==> config.mk <==
export PLATFORM = sky130hd
export DESIGN_NAME = prbs_lock_fsm
export DESIGN_NICKNAME = d
export VERILOG_FILES = /design/src/rtl/prbs_chk_pkg.sv /design/src/rtl/prbs_lock_fsm.sv
export SDC_FILE = /design/constraint.sdc
export NUM_CORES = 1
export LEC_CHECK = 0
export BUFFER_PORTS_ARGS = -buffer_cell sky130_fd_sc_hd__buf_4
export CORE_MARGIN = 4
export CORE_UTILIZATION = 55
export CTS_CLUSTER_SIZE = 25
export DETAILED_ROUTE_END_ITERATION = 10
export GPL_ROUTABILITY_DRIVEN = 0
export PLACE_DENSITY = 0.72
export SYNTH_ARGS = -nofsm -noshare
export SYNTH_HDL_FRONTEND = slang
export SYNTH_SLANG_ARGS = --single-unit
==> constraint.sdc <==
create_clock -name clk -period 7 [get_ports clk]
set_clock_uncertainty 0.05 [all_clocks]
set_input_delay 0.7 -clock clk [delete_from_list [all_inputs] [get_ports clk]]
set_output_delay 0.7 -clock clk [all_outputs]
set_load 0.02 [all_outputs]
==> src/rtl/prbs_chk_pkg.sv <==
package prbs_chk_pkg;

   typedef enum logic [1:0] {
      ST_SEED   = 2'd0,
      ST_VERIFY = 2'd1,
      ST_LOCK   = 2'd2
   } chk_state_e;

   // register length of the selected sequence order
   function automatic logic [5:0] prbs_order_len(input logic [1:0] sel);
      logic [5:0] len;
      unique case (sel)
         2'd0:    len = 6'd7;
         2'd1:    len = 6'd15;
         2'd2:    len = 6'd23;
         default: len = 6'd31;
      endcase
      return len;
   endfunction

endpackage

==> src/rtl/prbs_lock_fsm.sv <==
module prbs_lock_fsm
   import prbs_chk_pkg::*;
#(
   parameter int PAT_W    = 32,
   parameter int LOCK_RUN = 64,
   parameter int WIN_LEN  = 64,
   parameter int LOSS_THR = 16
) (
   input  logic       clk,
   input  logic       rst_n,
   input  logic       user_mode,
   input  logic [1:0] order_sel,
   input  logic       rx_bit,
   input  logic       pred_bit,
   input  logic       seed_ok,
   output logic       load_rx,
   output logic       locked,
   output logic       err_hit
);

   localparam int FILL_W = $clog2(PAT_W + 2);
   localparam int RUN_W  = $clog2(LOCK_RUN + 1);
   localparam int WCNT_W = $clog2(WIN_LEN + 1);

   generate
      if (LOSS_THR < 1 || LOSS_THR > WIN_LEN) begin : g_bad_thr
         $error("prbs_lock_fsm: LOSS_THR must lie in 1..WIN_LEN");
      end
      if (WIN_LEN < 2 || LOCK_RUN < 1) begin : g_bad_len
         $error("prbs_lock_fsm: WIN_LEN >= 2 and LOCK_RUN >= 1 required");
      end
   endgenerate

   chk_state_e          state_q, state_d;
   logic [FILL_W-1:0]   fill_q, fill_d, seed_len, fill_inc;
   logic [RUN_W-1:0]    run_q, run_d;
   logic [WCNT_W-1:0]   win_q, win_d, win_nx;
   logic [WIN_LEN-1:0]  hist_q, hist_d;
   logic                mismatch;

   assign mismatch = rx_bit ^ pred_bit;
   assign seed_len = user_mode ? FILL_W'(PAT_W) : FILL_W'(prbs_order_len(order_sel));
   assign fill_inc = fill_q + 1'b1;
   assign win_nx   = win_q + WCNT_W'(mismatch) - WCNT_W'(hist_q[WIN_LEN-1]);

   always_comb begin
      state_d = state_q;
      fill_d  = fill_q;
      run_d   = run_q;
      win_d   = win_q;
      hist_d  = hist_q;
      unique case (state_q)
         ST_SEED: begin
            if (fill_q < seed_len) fill_d = fill_inc;
            if ((fill_inc >= seed_len) && seed_ok) begin
               state_d = ST_VERIFY;
               run_d   = '0;
            end
         end
         ST_VERIFY: begin
            if (mismatch) begin
               state_d = ST_SEED;
               fill_d  = '0;
            end else if (run_q == RUN_W'(LOCK_RUN - 1)) begin
               state_d = ST_LOCK;
               win_d   = '0;
               hist_d  = '0;
            end else begin
               run_d = run_q + 1'b1;
            end
         end
         default: begin
            hist_d = {hist_q[WIN_LEN-2:0], mismatch};
            win_d  = win_nx;
            if (win_nx >= WCNT_W'(LOSS_THR)) begin
               state_d = ST_SEED;
               fill_d  = '0;
               win_d   = '0;
               hist_d  = '0;
            end
         end
      endcase
   end

   always_ff @(posedge clk) begin
      if (!rst_n) begin
         state_q <= ST_SEED;
         fill_q  <= '0;
         run_q   <= '0;
         win_q   <= '0;
         hist_q  <= '0;
      end else begin
         state_q <= state_d;
         fill_q  <= fill_d;
         run_q   <= run_d;
         win_q   <= win_d;
         hist_q  <= hist_d;
      end
   end

   assign load_rx = (state_q == ST_SEED);
   assign locked  = (state_q == ST_LOCK);
   assign err_hit = locked & mismatch;

   AST_WIN_BELOW_THR: assert property (@(posedge clk) disable iff (!rst_n)
      win_q < WCNT_W'(LOSS_THR));

   AST_VERIFY_MISS_RESEED: assert property (@(posedge clk) disable iff (!rst_n)
      (state_q == ST_VERIFY && mismatch) |=> (state_q == ST_SEED));

   AST_LOCK_ONLY_FROM_VERIFY: assert property (@(posedge clk) disable iff (!rst_n)
      (state_q == ST_SEED) |=> (state_q != ST_LOCK));

endmodule

==> results.json, run 1 <==
{
  "path_max_fanout": 71,
  "p_leak_uw": 0.00143,
  "critPathMaxStageDelay_ns": 0.55,
  "numCtsBuffers": 9,
  "portBuffers": 10,
  "grt-ovfl-total": 0,
  "dieArea_um2": 7990,
  "synth-edff-count": 0,
  "slew_violations": 0,
  "hold_ws_ns": 0.401,
  "area_growth_pct": 8.24,
  "globalRouteTotalUtil": 0.174,
  "ioPinCount": 11,
  "drtPass1Iterations": 4,
  "synthCells": 404,
  "drt-initial-drc-count": 168,
  "clkPwrFrac": 0.418,
  "ys.flop_type": "dfxtp_1",
  "grt_start_max_net_pins": 74,
  "rows": 29,
  "routed-via-count": 2826,
  "tns_ns": 0,
  "post-synth-top-count-cell": "dfxtp_1",
  "critPathBufInv": 2,
  "yosysWarnings": 0,
  "cts_root_buffer": "clkbuf_8",
  "cts_buffer_depth": 2,
  "comb_power_share": 0.050,
  "fmax_mhz": 314,
  "power.switching_uw": 207,
  "slowest_stage": "buf_4",
  "cellInternalPower_uw": 723,
  "via_per_inst": 5.85,
  "synth-seq-cells": 86,
  "wl_per_cell_um": 13.4,
  "drcViolationCount": 0,
  "diodes": 0,
  "wirelength_mm": 6.47,
  "dpl-instance-area_um2": 3710,
  "start_util": 0.571,
  "design_area_um2": 3950,
  "nNetsFinal": 430,
  "criticalPathCategory": "in -> reg",
  "swShare": 0.222,
  "p_per_area_nw_per_um2": 236,
  "async_reset_ff_frac": 0,
  "relSlewSlack": 0.468,
  "hold_class": "reg -> reg",
  "clk_pin_slew_ns": 0.08,
  "dp_hpwl_mm": 4.24,
  "cp_data_required_time_ns": 7.15,
  "syn_nets": 433,
  "synth.avg_cell_area_um2": 9.02,
  "grt_antenna_before_repair": 0,
  "htreeDepth": 3,
  "yosys.area.top_type": "dfxtp_1",
  "syn_area_um2": 3640,
  "cp_common_cell": "buf_4",
  "outcome": "finished, final reports clean",
  "synth.distinct_cells": 53,
  "peakVddDrop_uv": 161,
  "ctsHoldBuffers": 0,
  "hold_viol_final": 0,
  "worstMarginPinSlew_ns": 0.792,
  "synth_common_cells": "86 x dfxtp_1, 81 x nand2_1, 64 x o22ai_1",
  "cts_tree": "done",
  "setup_viol_count_final": 0,
  "cp_data_arrival_time_ns": 3.33,
  "drtAntennaViolNets": 0,
  "grt_first_pass_wirelength_mm": 11.1,
  "yosysTopAreaCellShare": 0.472,
  "die_w_um": 89.4,
  "cts.repair.resized": 0,
  "ys_top_cells_by_area": "dfxtp_1 47%, o22ai_1 11%, nand2_1 8.3%, ha_1 6.9%, a21oi_1 2.1%",
  "clock_latency_ns": 0.34,
  "cts_setup_buffers": 0,
  "end_kind": "flop",
  "drive_gt1_frac": 0.101,
  "rsz0062_at_grt": "false",
  "die_h_um": 89.4,
  "cts.sinks": 86,
  "post-route-util": 0.618,
  "seqPwrFrac": 0.532,
  "crit_family": "compound AO/OA/AOI/OAI gates",
  "period_needed_ns": 3.19,
  "path_cells": "buf_4 > xnor2_4 > xnor2_1 > ha_1 > fa_1 > nand3_1 > a21oi_1 > o21ai_0 > a31o_2 > buf_4 > o22ai_1",
  "grt_pass1_vias": 2519,
  "cap_viol_max_count": 0,
  "coreArea_um2": 6390,
  "start_kind": "primary input",
  "yosysSeqAreaShare": 0.472,
  "timing.final.crit_share": 0.455
}
[routing by layer]
metal,track usage,vias up,part of all wire
met5,0,-,0
met4,0.0609,0,0.0034
met3,0.0424,2,0.030
met2,0.280,30,0.49
met1,0.227,1331,0.48
li1,-,1463,-
[worst reg2reg max path: cells and delay by family, from the launching register on]
kind	cells	cell delay, ns
fa+ha+maj	2	0.63
flops	1	0.34
compound gates	4	0.78
simple gates	1	0.14
xor+xnor	1	0.13
buf+inv	1	0.55
[power groups by stage]
stage                     sequential [uW]  combinational, uW  clock (uW)
after floorplan                       505               35.8           0
after global placement                506               45.2           0
after global routing                  495               53.3         422
after CTS                             494               47.2         402
final                                 494               46.7         389
after detailed placement              506               47.1           0
[registers in the layout, summed over array words and instances, names as in the netlist]
| name | cells |
|---|---|
| win_q | 7 |
| state_q | 2 |
| hist_q | 64 |
| fill_q | 6 |
| run_q | 7 |
[cells by family (layout without fill, tap and decap cells)]
logic type	after synthesis	in the layout	share of synthesized area
xor+xnor	9	9	0.0268
fa+ha+maj	21	21	0.0742
buf+inv	39	41	0.0453
compound gates	123	123	0.225
simple gates	126	126	0.157
flops	86	86	0.472
[cells in the final DEF (no fill, tap or decap), types with 2 or more instances in the layout]
master / netlist / final
a31oi_1: 3 / 3
xnor2_1: 5 / 5
o211ai_1: 2 / 2
o21ai_1: 3 / 3
a31o_2: 1 / 2
a211o_1: 2 / 2
o21ai_0: 9 / 9
nor3_1: 9 / 9
o31ai_1: 3 / 3
nand2_1: 81 / 81
nor2b_1: 3 / 3
or3_1: 3 / 3
nor2_1: 5 / 5
a21boi_1: 3 / 3
buf_4: 0 / 12
ha_1: 20 / 20
inv_1: 12 / 12
a211oi_1: 2 / 2
dfxtp_1: 86 / 86
bufinv_16: 0 / 2
xor2_1: 3 / 3
and2_1: 2 / 2
nand2b_1: 2 / 2
nand3_1: 7 / 7
or4_1: 4 / 4
o22ai_1: 64 / 64
a21o_1: 3 / 3
clkbuf_8: 0 / 10
o32ai_1: 3 / 3
a21oi_1: 15 / 15
[metrics by stage]
step / worst slack, ns / power (uW) / std cells
3_3_place_gp: 3.58 / 551 / 467
3_5_place_dp: 3.49 / 553 / 467
5_1_grt: 3.62 / 971 / 483
6_report: 3.82 / 930 / 483
4_1_cts: 3.87 / 944 / 483
2_1_floorplan: 4.16 / 541 / 404
[final cells by class]
cell class / count / area (um^2)
inverter: 13 / 48.8
fill: 559 / 2440
clock inverter: 6 / 92.6
sequential: 86 / 1720
timing repair buffer: 12 / 90.1
clock buffer: 10 / 138
tap: 77 / 96.3
multi-input combinational: 279 / 1760
[final timing paths]
kind	from	end	slack [ns]	cells past startpoint
setup / recovery	pred_bit	hist_q[63]$_SDFFE_PN0P_	3.82	11
hold / removal	win_q[6]$_SDFFE_PN0P_	win_q[6]$_SDFFE_PN0P_	0.40	2
setup reg to reg	hist_q[63]$_SDFFE_PN0P_	hist_q[63]$_SDFFE_PN0P_	4.23	9
hold reg to reg	win_q[6]$_SDFFE_PN0P_	win_q[6]$_SDFFE_PN0P_	0.40	2
Note: power is estimated with default switching activity, not from simulation.
==> inputs of run 2 (changes only) <==
Settings changed: ABC_AREA from default to 1.
Clock period 7 ns to 3.2 ns, I/O delays scaled along.
==> results.json, run 2 <==
{
  "die_h_um": 95.3,
  "synth.avg_cell_area_um2": 7.89,
  "synth_common_cells": "116 x nand2_1, 86 x dfxtp_1, 84 x a21oi_1",
  "grt_first_pass_wirelength_mm": 14.1,
  "slowest_stage": "fa_1",
  "yosysWarnings": 0,
  "regMostFlops": "hist_q",
  "yosys.area.top_type": "dfxtp_1",
  "numCtsBuffers": 9,
  "path_cells": "buf_4 > xnor2_2 > or2_2 > nand2_1 > ha_1 > fa_1 > nand3_1 > nand3_1 > nand2_1 > nand3_4 > nor2_8 > nand3_4 > nand2_1 > nand2_1 > nand2_1 > nor2_1",
  "worst_slack_ns": 0.584,
  "cp_data_arrival_time_ns": 2.82,
  "grt-ovfl-total": 0,
  "start_util": 0.572,
  "relSlewSlack": 0.466,
  "area_growth_pct": 6.09,
  "critPathMaxStageDelay_ns": 0.44,
  "diodes": 0,
  "final_common_cell": "nand2_1",
  "yosysSeqAreaShare": 0.411,
  "post-synth-top-count-cell": "nand2_1",
  "peakVddDrop_uv": 338,
  "slew_violations": 0,
  "hold_viol_final": 0,
  "largestRegisters": "hist_q: 64 flops, run_q: 7 flops, win_q: 7 flops",
  "grt_pass1_vias": 3152,
  "dpl_worst_slack_ns": 0.247,
  "rsz0062_at_grt": "false",
  "via_per_inst": 5.64,
  "synth-seq-cells": 86,
  "cp_data_required_time_ns": 3.40,
  "criticalPathCategory": "in -> reg",
  "p_per_area_nw_per_um2": 566,
  "routed-via-count": 3523,
  "fmax_mhz": 382,
  "tns_ns": 0,
  "drcViolationCount": 0,
  "portBuffers": 10,
  "synthCells": 531,
  "dieArea_um2": 9080,
  "ys.flop_type": "dfxtp_1",
  "timing.final.crit_share": 0.817,
  "clk_pin_slew_ns": 0.09,
  "syn_area_um2": 4190,
  "async_reset_ff_frac": 0,
  "synth-edff-count": 0,
  "wl_per_cell_um": 12.8,
  "die_w_um": 95.3,
  "drt-initial-drc-count": 138,
  "cts.sinks": 86,
  "rows": 31,
  "wirelength_mm": 7.99,
  "cts_buffer_depth": 2,
  "htreeDepth": 3,
  "dp_hpwl_mm": 5.15,
  "globalRouteTotalUtil": 0.191,
  "drtPass1Iterations": 4,
  "nNetsFinal": 551,
  "ctsHoldBuffers": 0,
  "cap_viol_max_count": 0,
  "ys_top_cells_by_area": "dfxtp_1 41%, nand4_1 10%, nand2_1 10%, a21oi_1 10%, ha_1 6.0%",
  "dp_cells": 610,
  "coreArea_um2": 7330,
  "clock_latency_ns": 0.35,
  "cts_tree": "done",
  "synth.distinct_cells": 36,
  "drtAntennaViolNets": 0,
  "end_kind": "flop",
  "ioPinCount": 11,
  "cts.repair.resized": 0,
  "cp_common_cell": "nand2_1",
  "start_kind": "primary input",
  "grt_start_max_net_pins": 40,
  "period_needed_ns": 2.62,
  "hold_class": "in -> reg",
  "syn_nets": 560,
  "cts_root_buffer": "clkbuf_8",
  "largest_reg_flops": 64,
  "layout.cells.non_filler": 625,
  "worstMarginPinSlew_ns": 0.799,
  "path_max_fanout": 15,
  "grt_antenna_before_repair": 0,
  "outcome": "finished, final reports clean",
  "drive_gt1_frac": 0.103,
  "final_cell_mix": "116 x nand2_1, 86 x dfxtp_1, 84 x a21oi_1, 70 x nand4_1",
  "yosysTopAreaCellShare": 0.411,
  "p_leak_uw": 0.00168,
  "setup_viol_count_final": 0,
  "cts_setup_buffers": 0
}
[run 2: cell count changes after synthesis, sizes merged, moves of 20 or more]
| cell | before | now |
|---|---|---|
| a21oi | 16 | 84 |
| nand2 | 81 | 119 |
| nand3 | 7 | 27 |
| nand4 | 1 | 70 |
| nor2 | 6 | 27 |
| o22ai | 65 | 0 |
[run 2: final timing paths]
path / startpoint / endpoint / slack, ns / cells past startpoint
max: pred_bit / state_q[0]$_SDFFE_PN0P_ / 0.58 / 16
min: rst_n / state_q[0]$_SDFFE_PN0P_ / 0.23 / 3
max reg2reg: hist_q[63]$_SDFFE_PN0P_ / state_q[0]$_SDFFE_PN0P_ / 0.60 / 14
min reg2reg: win_q[6]$_SDFFE_PN0P_ / win_q[6]$_SDFFE_PN0P_ / 0.40 / 2
[run 2: worst max-delay path, delay by kind of cell]
| family | cells | cell delay (ns) |
|---|---|---|
| buf+inv | 1 | 0.12 |
| simple gates | 12 | 1.45 |
| xor+xnor | 1 | 0.27 |
| fa+ha+maj | 2 | 0.66 |
[run 2: report_power, final]
group          total, uW  internal, uW  switching (uW)  leakage, uW
clock network        832           459             372     0.000113
registers           1170          1110            57.2     0.000694
logic                514           207             307     0.000873
[run 2: cells by family after synthesis]
kind of cell	after synthesis	share of synthesized area
AND/OR/NAND/NOR	249	0.293
AO/OA/AOI/OAI	95	0.119
flip-flops	86	0.411
buffers and inverters	69	0.0890
adder cells (fa/ha/maj)	21	0.0645
XOR/XNOR	11	0.0248
[run 2: final cells by class]
cell class,instances,area [um^2]
sequential,86,1720
clock buffer,10,138
tap,99,124
clock inverter,5,82.6
multi-input combinational,376,2100
inverter,29,109
timing repair buffer,20,175
fill,630,2880
[run 2: stage by stage]
stage               hold WS [ns]  instance area [um^2]  utilization  total power, uW
finish                     0.231                  4450        0.607             2520
global route               0.213                  4450        0.607             2680
CTS                        0.205                  4450        0.607             2550
detailed placement         0.388                  4230        0.577             1710
global placement           0.387                  4230        0.577             1690
floorplan                  0.377                  4190            -             1610
[run 2: layer usage]
layer / share of wire / vias up / wire length (um) / GRT usage
li1: - / 1808 / - / -
met2: 0.48 / 44 / 3840 / 0.313
met4: 0.0095 / 0 / 76 / 0.0541
met3: 0.027 / 9 / 217 / 0.0450
met5: 0 / - / 0 / 0
met1: 0.48 / 1662 / 3850 / 0.250
